### config.mk
export PLATFORM = sky130hd
export DESIGN_NAME = apb_uart_top
export DESIGN_NICKNAME = d
export VERILOG_FILES = /design/src/rtl/uart_apb_pkg.sv /design/src/rtl/uart_tick_gen.sv /design/src/rtl/uart_byte_fifo.sv /design/src/rtl/uart_tx_ser.sv /design/src/rtl/uart_rx_deser.sv /design/src/rtl/apb_uart_top.sv
export SDC_FILE = /design/constraint.sdc
export NUM_CORES = 1
export LEC_CHECK = 0
export ABC_AREA = 1
export BUFFER_PORTS_ARGS = -buffer_cell sky130_fd_sc_hd__clkbuf_2
export CORE_UTILIZATION = 45
export DETAILED_ROUTE_END_ITERATION = 10
export PLACE_DENSITY = 0.65
export SLEW_MARGIN = 40
export SYNTH_ARGS = -nofsm -noshare
export SYNTH_HDL_FRONTEND = slang
export SYNTH_SLANG_ARGS = --single-unit
export TNS_END_PERCENT = 20
### constraint.sdc
create_clock -name pclk -period 3.91 [get_ports pclk]
set_input_delay 0.391 -clock pclk [delete_from_list [all_inputs] [get_ports pclk]]
set_output_delay 0.391 -clock pclk [all_outputs]
set_load 0.005 [all_outputs]
### src/rtl/uart_apb_pkg.sv
package uart_apb_pkg;
  localparam logic [4:0] A_DATA = 5'h00;
  localparam logic [4:0] A_STAT = 5'h04;
  localparam logic [4:0] A_CTRL = 5'h08;
  localparam logic [4:0] A_SCAL = 5'h0C;
  localparam logic [4:0] A_DBG  = 5'h10;

  localparam int CTRL_W = 15;
  localparam int C_RXEN = 0;
  localparam int C_TXEN = 1;
  localparam int C_RIE  = 2;
  localparam int C_TIE  = 3;
  localparam int C_PODD = 4;
  localparam int C_PEN  = 5;
  localparam int C_LOOP = 7;
  localparam int C_TFIE = 9;
  localparam int C_RFIE = 10;
  localparam int C_BIE  = 12;
  localparam int C_SIE  = 14;

  typedef enum logic [2:0] {RX_IDLE, RX_START, RX_DATA, RX_PAR, RX_STOP} rx_state_e;

  // packed so that it lands on status bits 6..3 directly
  typedef struct packed {
    logic fe;
    logic pe;
    logic ov;
    logic br;
  } err_flags_t;
endpackage

### src/rtl/uart_tick_gen.sv
module uart_tick_gen #(
  parameter int RELOAD_W = 12
) (
  input  logic                clk,
  input  logic                rst_n,
  input  logic [RELOAD_W-1:0] reload,
  output logic                tick
);
  logic [RELOAD_W-1:0] cnt_q, cnt_d;

  always_comb begin
    tick  = (cnt_q == '0);
    cnt_d = tick ? reload : cnt_q - 1'b1;
  end

  always_ff @(posedge clk or negedge rst_n) begin
    if (!rst_n) cnt_q <= '0;
    else        cnt_q <= cnt_d;
  end
endmodule

### src/rtl/uart_byte_fifo.sv
module uart_byte_fifo #(
  parameter int DEPTH = 8,
  parameter int DW    = 8
) (
  input  logic                         clk,
  input  logic                         rst_n,
  input  logic                         push,
  input  logic [DW-1:0]                wdata,
  input  logic                         pop,
  output logic [DW-1:0]                rdata,
  output logic [$clog2(DEPTH+1)-1:0]   count
);
  localparam int PW = (DEPTH > 1) ? $clog2(DEPTH) : 1;
  localparam int CW = $clog2(DEPTH + 1);

  logic [DW-1:0] mem [DEPTH];
  logic [PW-1:0] wp_q, wp_d, rp_q, rp_d;
  logic [CW-1:0] cnt_q, cnt_d;
  logic          do_push, do_pop;

  always_comb begin
    do_push = push && (cnt_q != CW'(DEPTH));
    do_pop  = pop && (cnt_q != '0);
    wp_d    = wp_q;
    rp_d    = rp_q;
    cnt_d   = cnt_q;
    if (do_push) wp_d = (wp_q == PW'(DEPTH - 1)) ? '0 : wp_q + 1'b1;
    if (do_pop)  rp_d = (rp_q == PW'(DEPTH - 1)) ? '0 : rp_q + 1'b1;
    if (do_push && !do_pop)      cnt_d = cnt_q + 1'b1;
    else if (!do_push && do_pop) cnt_d = cnt_q - 1'b1;
  end

  always_ff @(posedge clk or negedge rst_n) begin
    if (!rst_n) begin
      wp_q  <= '0;
      rp_q  <= '0;
      cnt_q <= '0;
    end else begin
      wp_q  <= wp_d;
      rp_q  <= rp_d;
      cnt_q <= cnt_d;
    end
  end

  // storage carries no reset
  always_ff @(posedge clk) begin
    if (do_push) mem[wp_q] <= wdata;
  end

  assign rdata = mem[rp_q];
  assign count = cnt_q;
endmodule

### src/rtl/uart_tx_ser.sv
module uart_tx_ser (
  input  logic       clk,
  input  logic       rst_n,
  input  logic       tick,
  input  logic       enable,
  input  logic       par_en,
  input  logic       par_odd,
  input  logic       has_data,
  input  logic [7:0] data,
  output logic       pop,
  output logic       txd,
  output logic       idle
);
  logic        busy_q, busy_d;
  logic [10:0] sh_q, sh_d;
  logic [2:0]  sub_q, sub_d;
  logic [3:0]  bit_q, bit_d;
  logic        par;
  logic [3:0]  last_bit;

  always_comb begin
    par      = (^data) ^ par_odd;
    last_bit = par_en ? 4'd10 : 4'd9;
    busy_d   = busy_q;
    sh_d     = sh_q;
    sub_d    = sub_q;
    bit_d    = bit_q;
    pop      = 1'b0;
    if (!busy_q) begin
      // frames start on a tick so every bit spans exactly eight ticks
      if (tick && enable && has_data) begin
        pop    = 1'b1;
        busy_d = 1'b1;
        sh_d   = {1'b1, (par_en ? par : 1'b1), data, 1'b0};
        sub_d  = 3'd0;
        bit_d  = 4'd0;
      end
    end else if (tick) begin
      sub_d = sub_q + 3'd1;
      if (sub_q == 3'd7) begin
        sh_d  = {1'b1, sh_q[10:1]};
        bit_d = bit_q + 4'd1;
        if (bit_q == last_bit) busy_d = 1'b0;
      end
    end
  end

  always_ff @(posedge clk or negedge rst_n) begin
    if (!rst_n) begin
      busy_q <= 1'b0;
      sh_q   <= '1;
      sub_q  <= '0;
      bit_q  <= '0;
    end else begin
      busy_q <= busy_d;
      sh_q   <= sh_d;
      sub_q  <= sub_d;
      bit_q  <= bit_d;
    end
  end

  assign txd  = busy_q ? sh_q[0] : 1'b1;
  assign idle = !busy_q;
endmodule

### src/rtl/uart_rx_deser.sv
module uart_rx_deser
  import uart_apb_pkg::*;
(
  input  logic       clk,
  input  logic       rst_n,
  input  logic       tick,
  input  logic       enable,
  input  logic       par_en,
  input  logic       par_odd,
  input  logic       rx_in,
  output logic       push,
  output logic [7:0] data,
  output logic       set_pe,
  output logic       set_fe,
  output logic       set_br,
  output logic       idle
);
  rx_state_e  state_q, state_d;
  logic       armed_q, armed_d;
  logic [2:0] sub_q, sub_d;
  logic [2:0] idx_q, idx_d;
  logic [7:0] sh_q, sh_d;
  logic       perr_q, perr_d;
  logic       pbit_q, pbit_d;

  always_comb begin
    state_d = state_q;
    armed_d = armed_q;
    sub_d   = sub_q;
    idx_d   = idx_q;
    sh_d    = sh_q;
    perr_d  = perr_q;
    pbit_d  = pbit_q;
    push    = 1'b0;
    set_pe  = 1'b0;
    set_fe  = 1'b0;
    set_br  = 1'b0;
    if (tick) begin
      case (state_q)
        RX_IDLE: begin
          // a new start is accepted only after the line has been seen high
          if (rx_in) armed_d = 1'b1;
          else if (armed_q && enable) begin
            state_d = RX_START;
            sub_d   = 3'd0;
          end
        end
        RX_START: begin
          sub_d = sub_q + 3'd1;
          if (sub_q == 3'd3) begin
            sub_d   = 3'd0;
            idx_d   = 3'd0;
            perr_d  = 1'b0;
            pbit_d  = 1'b0;
            state_d = rx_in ? RX_IDLE : RX_DATA;
          end
        end
        RX_DATA: begin
          sub_d = sub_q + 3'd1;
          if (sub_q == 3'd7) begin
            sh_d  = {rx_in, sh_q[7:1]};
            idx_d = idx_q + 3'd1;
            if (idx_q == 3'd7) state_d = par_en ? RX_PAR : RX_STOP;
          end
        end
        RX_PAR: begin
          sub_d = sub_q + 3'd1;
          if (sub_q == 3'd7) begin
            pbit_d  = rx_in;
            perr_d  = rx_in ^ (^sh_q) ^ par_odd;
            state_d = RX_STOP;
          end
        end
        default: begin
          sub_d = sub_q + 3'd1;
          if (sub_q == 3'd7) begin
            state_d = RX_IDLE;
            armed_d = rx_in;
            if (!rx_in && (sh_q == 8'h00) && !pbit_q) set_br = 1'b1;
            else begin
              push   = 1'b1;
              set_fe = !rx_in;
              set_pe = perr_q;
            end
          end
        end
      endcase
    end
  end

  always_ff @(posedge clk or negedge rst_n) begin
    if (!rst_n) begin
      state_q <= RX_IDLE;
      armed_q <= 1'b0;
      sub_q   <= '0;
      idx_q   <= '0;
      sh_q    <= '0;
      perr_q  <= 1'b0;
      pbit_q  <= 1'b0;
    end else begin
      state_q <= state_d;
      armed_q <= armed_d;
      sub_q   <= sub_d;
      idx_q   <= idx_d;
      sh_q    <= sh_d;
      perr_q  <= perr_d;
      pbit_q  <= pbit_d;
    end
  end

  assign data = sh_q;
  assign idle = (state_q == RX_IDLE);
endmodule

### src/rtl/apb_uart_top.sv
module apb_uart_top
  import uart_apb_pkg::*;
#(
  parameter int FIFO_DEPTH = 8,
  parameter int RELOAD_W   = 12
) (
  input  logic        pclk,
  input  logic        presetn,
  input  logic        psel,
  input  logic        penable,
  input  logic        pwrite,
  input  logic [4:0]  paddr,
  input  logic [31:0] pwdata,
  output logic [31:0] prdata,
  input  logic        rxd,
  output logic        txd,
  output logic        irq
);
  localparam int CNT_W = $clog2(FIFO_DEPTH + 1);
  localparam int HALF  = FIFO_DEPTH / 2;

  logic rst_meta_q, rst_n;
  logic rxd_s1_q, rxd_s2_q;
  logic [CTRL_W-1:0]   ctrl_q, ctrl_d;
  logic [RELOAD_W-1:0] reload_q, reload_d;
  err_flags_t          err_q, err_d;
  logic [CNT_W-1:0]    txc_prev_q;

  logic wr_en, rd_en, stat_wr, tx_push, rx_pop;
  logic tick, tx_pop, tx_idle, txd_int, rx_line;
  logic rx_push, rx_idle, set_pe, set_fe, set_br;
  logic [7:0] tx_head, rx_byte, rx_head;
  logic [CNT_W-1:0] tx_cnt, rx_cnt;
  logic tx_empty, tx_full, tx_half, rx_full, rx_half, rx_ready, ti_pulse;
  logic [31:0] status;
  logic unused_wdata;

  // asynchronous assertion, synchronous release
  always_ff @(posedge pclk or negedge presetn) begin
    if (!presetn) {rst_n, rst_meta_q} <= 2'b00;
    else          {rst_n, rst_meta_q} <= {rst_meta_q, 1'b1};
  end

  always_ff @(posedge pclk or negedge rst_n) begin
    if (!rst_n) {rxd_s2_q, rxd_s1_q} <= 2'b11;
    else        {rxd_s2_q, rxd_s1_q} <= {rxd_s1_q, rxd};
  end

  assign wr_en   = psel && penable && pwrite;
  assign rd_en   = psel && penable && !pwrite;
  assign stat_wr = wr_en && (paddr == A_STAT);
  assign tx_push = wr_en && (paddr == A_DATA);
  assign rx_pop  = rd_en && (paddr == A_DATA);
  assign rx_line = ctrl_q[C_LOOP] ? txd_int : rxd_s2_q;
  assign unused_wdata = ^pwdata[31:CTRL_W];

  uart_tick_gen #(.RELOAD_W(RELOAD_W)) u_tick (
    .clk(pclk), .rst_n(rst_n), .reload(reload_q), .tick(tick));

  uart_byte_fifo #(.DEPTH(FIFO_DEPTH), .DW(8)) u_txq (
    .clk(pclk), .rst_n(rst_n), .push(tx_push), .wdata(pwdata[7:0]),
    .pop(tx_pop), .rdata(tx_head), .count(tx_cnt));

  uart_tx_ser u_tx (
    .clk(pclk), .rst_n(rst_n), .tick(tick), .enable(ctrl_q[C_TXEN]),
    .par_en(ctrl_q[C_PEN]), .par_odd(ctrl_q[C_PODD]), .has_data(!tx_empty),
    .data(tx_head), .pop(tx_pop), .txd(txd_int), .idle(tx_idle));

  uart_rx_deser u_rx (
    .clk(pclk), .rst_n(rst_n), .tick(tick), .enable(ctrl_q[C_RXEN]),
    .par_en(ctrl_q[C_PEN]), .par_odd(ctrl_q[C_PODD]), .rx_in(rx_line),
    .push(rx_push), .data(rx_byte), .set_pe(set_pe), .set_fe(set_fe),
    .set_br(set_br), .idle(rx_idle));

  uart_byte_fifo #(.DEPTH(FIFO_DEPTH), .DW(8)) u_rxq (
    .clk(pclk), .rst_n(rst_n), .push(rx_push), .wdata(rx_byte),
    .pop(rx_pop), .rdata(rx_head), .count(rx_cnt));

  always_comb begin
    tx_empty = (tx_cnt == '0);
    tx_full  = (tx_cnt == CNT_W'(FIFO_DEPTH));
    tx_half  = (tx_cnt <= CNT_W'(HALF));
    rx_ready = (rx_cnt != '0);
    rx_full  = (rx_cnt == CNT_W'(FIFO_DEPTH));
    rx_half  = (rx_cnt >= CNT_W'(HALF));
    ti_pulse = ctrl_q[C_TIE] && tx_empty && (txc_prev_q != '0);
    status   = {6'(rx_cnt), 6'(tx_cnt), 9'd0, rx_full, tx_full, rx_half,
                tx_half, err_q, tx_empty, tx_idle, rx_ready};
    irq = (ctrl_q[C_RIE] && rx_ready) || ti_pulse ||
          (ctrl_q[C_TFIE] && tx_half) || (ctrl_q[C_RFIE] && rx_half) ||
          (ctrl_q[C_BIE] && err_q.br) || (ctrl_q[C_SIE] && tx_empty && tx_idle);
  end

  always_comb begin
    case (paddr)
      A_DATA:  prdata = {24'd0, rx_head};
      A_STAT:  prdata = status;
      A_CTRL:  prdata = {1'b1, (31 - CTRL_W)'(0), ctrl_q};
      A_SCAL:  prdata = 32'(reload_q);
      A_DBG:   prdata = 32'd0;
      default: prdata = 32'd0;
    endcase
  end

  always_comb begin
    ctrl_d   = ctrl_q;
    reload_d = reload_q;
    err_d    = err_q;
    if (wr_en && (paddr == A_CTRL)) ctrl_d   = pwdata[CTRL_W-1:0];
    if (wr_en && (paddr == A_SCAL)) reload_d = pwdata[RELOAD_W-1:0];
    if (stat_wr) err_d = '0;
    if (set_br)              err_d.br = 1'b1;
    if (rx_push && rx_full)  err_d.ov = 1'b1;
    if (set_pe)              err_d.pe = 1'b1;
    if (set_fe)              err_d.fe = 1'b1;
  end

  always_ff @(posedge pclk or negedge rst_n) begin
    if (!rst_n) begin
      ctrl_q     <= '0;
      reload_q   <= '0;
      err_q      <= '0;
      txc_prev_q <= '0;
    end else begin
      ctrl_q     <= ctrl_d;
      reload_q   <= reload_d;
      err_q      <= err_d;
      txc_prev_q <= tx_cnt;
    end
  end

  assign txd = txd_int;
endmodule

==> results of run 1 <==
repair_timing:
action	4_1_cts	5_1_grt
setup endpoints to repair	0	0
hold buffers	2	0
endpoints found under the hold margin	3	0
placed cells by master, fill, tap and decap left out, drive strengths merged, types with 3 or more instances in the layout:
cell / count
nand3: 69
clkinv: 14
dfstp: 12
or2: 5
a21oi: 21
dfrtp: 97
nand2: 284
inv: 163
xor2: 7
clkbuf: 80
nor4: 3
ha: 28
nand4: 6
o211ai: 5
a22oi: 3
conb: 9
o2111ai: 7
nor2: 91
buf: 24
o21ai: 105
xnor2: 11
mux2i: 14
edfxtp: 128
o32ai: 4
o22ai: 4
nor3: 22
bufinv: 5
o221ai: 15
power by group through the flow:
stage | sequential [mW] | clock [mW] | combinational [mW]
after detailed placement | 2.80 | 0 | 0.267
final | 2.76 | 2.54 | 0.268
after CTS | 2.76 | 2.58 | 0.270
after floorplan | 2.78 | 0 | 0.183
after global placement | 2.80 | 0 | 0.260
after global routing | 2.77 | 2.69 | 0.305
critical path, cell delays in order (launching register included):
cell      delay, ns
dfrtp_1        0.44
o21ai_1        0.62
inv_1          0.25
nor2_1         0.17
nor2_2         0.08
nand2_2        0.09
inv_2          0.08
ha_1           0.22
inv_1          0.12
ha_1           0.27
nand2_1        0.08
nor2_1         0.04
a211oi_1       0.23
nor2_1         0.07
nor2_1         0.08
nand2_1        0.06
xor2_1         0.14
sequential cells by signal, indices dropped and copies added (netlist names), 3 cells and up:
name / count
u_rxq.mem: 64
u_txq.mem: 64
ctrl_q: 15
reload_q: 12
u_tick.cnt_q: 12
u_tx.sh_q: 10
u_rx.data: 8
err_q: 4
txc_prev_q: 4
u_rxq.count: 4
u_tx.bit_q: 4
u_txq.count: 4
u_rx.idx_q: 3
u_rx.state_q: 3
u_rx.sub_q: 3
u_rxq.rp_q: 3
u_rxq.wp_q: 3
u_tx.sub_q: 3
u_txq.rp_q: 3
u_txq.wp_q: 3
cell type report:
cell class,instances,area (um^2)
clock buffers,29,683
clock inverters,18,216
fillers,2144,11600
inverters,166,623
multi-input cells,728,3770
flip-flops and latches,237,6590
well taps,324,405
repair buffers,77,455
layer usage:
| metal | share of wire | wire length (um) | track usage | vias to the layer above |
|---|---|---|---|---|
| met5 | 0 | 0 | 0 | - |
| met4 | 0.023 | 592 | 0.0590 | 0 |
| met3 | 0.051 | 1310 | 0.0240 | 33 |
| met2 | 0.48 | 12200 | 0.343 | 215 |
| met1 | 0.45 | 11400 | 0.293 | 3818 |
| li1 | - | - | - | 3998 |
cell families (layout without fill, tap and decap cells):
logic type | count (synthesis) | after routing | synth area share
and+or+nand+nor | 481 | 481 | 0.179
buffers and inverters | 209 | 290 | 0.0745
DFF | 237 | 237 | 0.590
AOI/OAI and AO/OA | 174 | 174 | 0.0915
adders and majority gates | 30 | 30 | 0.0350
other | 2 | 9 | 0.000673
xor gates and xnor gates | 18 | 18 | 0.0141
muxes | 16 | 16 | 0.0146
worst paths after layout:
path | from | end | slack, ns | cells after the start
worst min-delay path | pwdata[13] | ctrl_q[13] | 0.11 | 3
min in group asynchronous | presetn | rst_n | 0.18 | 2
worst min register to register | rst_n | u_rx.idx_q[2] | 0.29 | 0
max in group asynchronous | rst_n | u_tx.sh_q[9] | 2.71 | 1
worst max-delay path | ctrl_q[7] | u_rxq.count[3] | 0.76 | 16
worst max register to register | ctrl_q[7] | u_rxq.count[3] | 0.76 | 16
==> impl_metrics.toml, run 1 <==
[timing]
fmax_mhz = 318
fin_crit_ns = 3.15
setup-tns-final_ns = 0
worst_pin_slew_ns = 0.791
final-hold-violation-count = 0
finalSetupViolCount = 0
maxSlewHeadroom = 0.471
rsz0062_at_grt = "no"
worst_slack_ns = 0.761
hold_slack_ns = 0.110
finalCritPeriodShare = 0.805
fin_skew_ns = 0.0130
maxSlewViolCount = 0

[logic_synthesis]
yosysWarnings = 0
syn-cell-area_mm2 = 0.0112
syn_inst = 1167
async_reset_ff_frac = 0.460
yosysMostFrequentCell = "nand2_1"
synth_edf_count = 128
synth_ff_type = "edfxtp_1"
seq_area_frac_synth = 0.590
synth_common_cells = "nand2_1, inv_1, edfxtp_1, o21ai_0, dfrtp_1"
avgSynthCellArea_um2 = 9.56
synth_top_area_cell = "edfxtp_1"
synth.area.top_cells = "edfxtp_1, dfrtp_1, nand2_1"
synth_top_area_frac = 0.345
ys_ff_latch = 237
ys_types = 47

[drt]
drt-initial-drc-count = 670
wl_um = 25600
avgViaCountPerCell = 5.11
postRouteAntennaNets = 0
drt-wirelength-per-cell_um = 16.2
drt_pass1_iterations = 8
dr_total_vias = 8064
drc = 0

[clock_network]
post_cts_buffers = 0
cts.repair.resized = 0
max-clock-path-buffers = 3
cts.reportedPaths.clkPinSlew_ns = 0.06
clk_latency_ns = 0.52
cts_root_buf = "clkbuf_16"
clock-sinks = 237
h-tree-depth = 1
cts-buffers-inserted = 26
tritoncts = "built"

[floorplan]
core_mm2 = 0.0243
std_cell_rows = 57
die_area_mm2 = 0.0254
die_y_um = 159
ios = 77
initial_core_util = 0.459
die_width_um = 159

[power_and_ir_drop]
clock_power_share = 0.457
combPwrFrac = 0.048
p_switching_mw = 1.21
p_leak_nw = 5.75
power.density_mw_per_mm2 = 437
pwr-share-seq = 0.495
p_int_mw = 4.36
power_mw = 5.57
swShare = 0.217
max-vdd-ir-drop_uv = 277

[placement]
gp_congestion = 0.831
placedCellCount = 1530
hpwl_um = 17500
dpl_cell_area_mm2 = 0.0118
port_buffers = 51
post-place-ws_ns = 0.772

[global_route]
grt_use_total = 0.209
antenna_found_initial = 0
grt_pass1_vias = 7810
grt_overflow = 0
grt_max_degree = 40
grt_pass1_wl_um = 41800

[critical_path]
cp_data_arrival_time_ns = 3.56
worstSetupEndpointType = "register"
worstSetupStartpointType = "register"
crit_fanout = 6
worstSetupPathType = "register to register"
required_ns = 4.32

[job]
max_cap_violations = 0

[layout]
fin_cells = 1579
drive_gt1_frac = 0.118
num_antenna_cells = 0
nNetsFinal = 1309
area_delta_synth_final_pct = 14.2
final_area_mm2 = 0.0127
post-route-util = 0.524

[min_path]
hp-class = "primary input to register"

[status]
status = "complete, no violations"
(Power assumes the default switching activity.)
==> run 2, diff against run 1 <==
PLACE_DENSITY = 0.68   (was 0.65)
clock period = 2.89 ns   (was 3.91 ns; I/O delays follow)
==> impl_metrics.toml, run 2 (synthesis results as in run 1) <==
[floorplan]
ios = 77
initial_core_util = 0.459
die_width_um = 159
core_mm2 = 0.0243
die_area_mm2 = 0.0254
die_y_um = 159
std_cell_rows = 57

[critical_path]
r2r_end = "u_rxq.count[3]"
cp_data_arrival_time_ns = 3.21
crit_end = "u_rxq.count[3]"
reg2reg_from = "u_tick.cnt_q[5]"
cp_common_cell = "nor2_1"
path_delay_family = "simple AND/OR/NAND/NOR gates"
worstSetupStartpointType = "register"
crit_path_max_incr_delay_ns = 0.42
critPathLaunch = "u_tick.cnt_q[5]"
crit_fanout = 4
cpMaxStageDelayCell = "dfrtp_1"
path_depth = 17
rr_worst_depth = 17
worstSetupEndpointType = "register"
crit_path_cell_trace = "nor2_1 > nand4_2 > nor4_4 > nand3_2 > nor2_4 > nand2_2 > inv_2 > ha_2 > inv_2 > ha_1 > nand2_1 > nor2_1 > a211oi_2 > nor2_1 > nor2_1 > nand2_1 > xor2_1"
worstSetupPathType = "register to register"
required_ns = 3.32
r2r_setup_slack_ns = 0.11
cp_num_buf_inv = 2

[layout]
largest_registers = "u_rxq.mem x64, u_txq.mem x64, ctrl_q x15"
final_area_mm2 = 0.0130
drive_gt1_frac = 0.148
layout_commonest_cell = "nand2_1"
num_antenna_cells = 0
post-route-util = 0.536
fillers = 2139
final_cell_mix = "nand2_1, inv_1, edfxtp_1"
area_delta_synth_final_pct = 16.9
nNetsFinal = 1347

[timing]
setup-tns-final_ns = 0
hold_slack_ns = 0.0184
fin_crit_ns = 2.78
final-hold-violation-count = 0
maxSlewHeadroom = 0.482
finalCritPeriodShare = 0.963
maxSlewViolCount = 0
rsz0062_at_grt = "yes"
worst_pin_slew_ns = 0.775
fmax_mhz = 359
finalSetupViolCount = 0
fin_skew_ns = 0.0292

[placement]
dpl_cell_area_mm2 = 0.0121
hpwl_um = 18100
gp_congestion = 0.900
port_buffers = 51

[status]
status = "complete, no violations"

[clock_network]
clk_latency_ns = 0.54
cts_root_buf = "clkbuf_16"
max-clock-path-buffers = 3
h-tree-depth = 1
cts.reportedPaths.clkPinSlew_ns = 0.06
clock-sinks = 237
tritoncts = "built"
cts-buffers-inserted = 26

[drt]
drt-wirelength-per-cell_um = 15.9
avgViaCountPerCell = 5.12
drc = 0
dr_total_vias = 8282
drt-initial-drc-count = 795
wl_um = 25800
drt_pass1_iterations = 6
postRouteAntennaNets = 0

[power_and_ir_drop]
clock_power_share = 0.441
max-vdd-ir-drop_uv = 436
power.density_mw_per_mm2 = 565
swShare = 0.226
p_leak_nw = 5.92
p_int_mw = 5.71
p_switching_mw = 1.66
pwr-share-seq = 0.504
combPwrFrac = 0.055

[job]
max_cap_violations = 0

[global_route]
grt_pass1_vias = 8015
antenna_found_initial = 0
grt_use_total = 0.207
grt_max_degree = 57
grt_pass1_wl_um = 41800
grt_overflow = 0

[min_path]
hp-class = "primary input to register"
-- run 2: changes by cell type in the layout (fill, tap and decap cells not counted), moves of 4 or more --
cell and delta:
buf_4 +34, ha_1 -5, clkinv_1 -4, clkbuf_1 +5
-- run 2: layout make-up --
cell class	count	area, um^2	area share
Timing Repair Buffer	115	761	0.0583
Tap cell	324	405	0.0311
Clock buffer	35	716	0.0549
Sequential cell	237	6590	0.505
Inverter	166	623	0.0478
Multi-Input combinational cell	728	3820	0.293
Clock inverter	13	133	0.0102
-- run 2: worst register-to-register path, delay by kind of cell, from the launching register on --
kind                       cells  cell delay, ns
buffers and inverters          2            0.13
AOI/OAI and AO/OA              1            0.17
xor gates and xnor gates       1            0.13
DFF                            1            0.42
and+or+nand+nor               11            1.38
adders and majority gates      2            0.45
-- run 2: through the flow --
step	total power, mW	std cells	setup WS [ns]
finish	7.37	1618	0.106
global route	7.61	1618	-0.0455
CTS	7.42	1614	0.0389
detailed placement	4.17	1561	0.0243
global placement	4.16	1561	0.109
floorplan	4.01	1174	0.0839
-- run 2: what timing repair did --
item	CTS	global route
hold endpoints to repair	6	0
resized for setup	0	11
hold buffers	5	0
setup buffers	0	4
setup endpoints to repair	0	2
-- run 2: power groups by stage --
stage,clock [mW],combinational [mW],sequential [mW]
4_1_cts,3.30,0.399,3.72
5_1_grt,3.43,0.462,3.73
6_report,3.25,0.404,3.72
2_1_floorplan,0,0.247,3.77
3_3_place_gp,0,0.381,3.78
3_5_place_dp,0,0.391,3.78
-- run 2: worst min path at each step --
stage	startpoint	end	slack, ns	cells after the start
floorplan	presetn	rst_meta_q	-0.007	0
global placement	presetn	rst_meta_q	0.07	1
detailed placement	presetn	rst_meta_q	0.08	1
CTS	pwdata[12]	ctrl_q[12]	0.01	3
global route	presetn	rst_n	0.06	2
finish	pwdata[12]	ctrl_q[12]	0.02	3
-- run 2: per-layer routing --
metal / GRT usage / vias to the layer above / wire, um
li1: - / 4075 / -
met1: 0.292 / 3931 / 11800
met2: 0.334 / 234 / 11900
met3: 0.0318 / 42 / 1560
met4: 0.0524 / 0 / 542
met5: 0 / - / 0
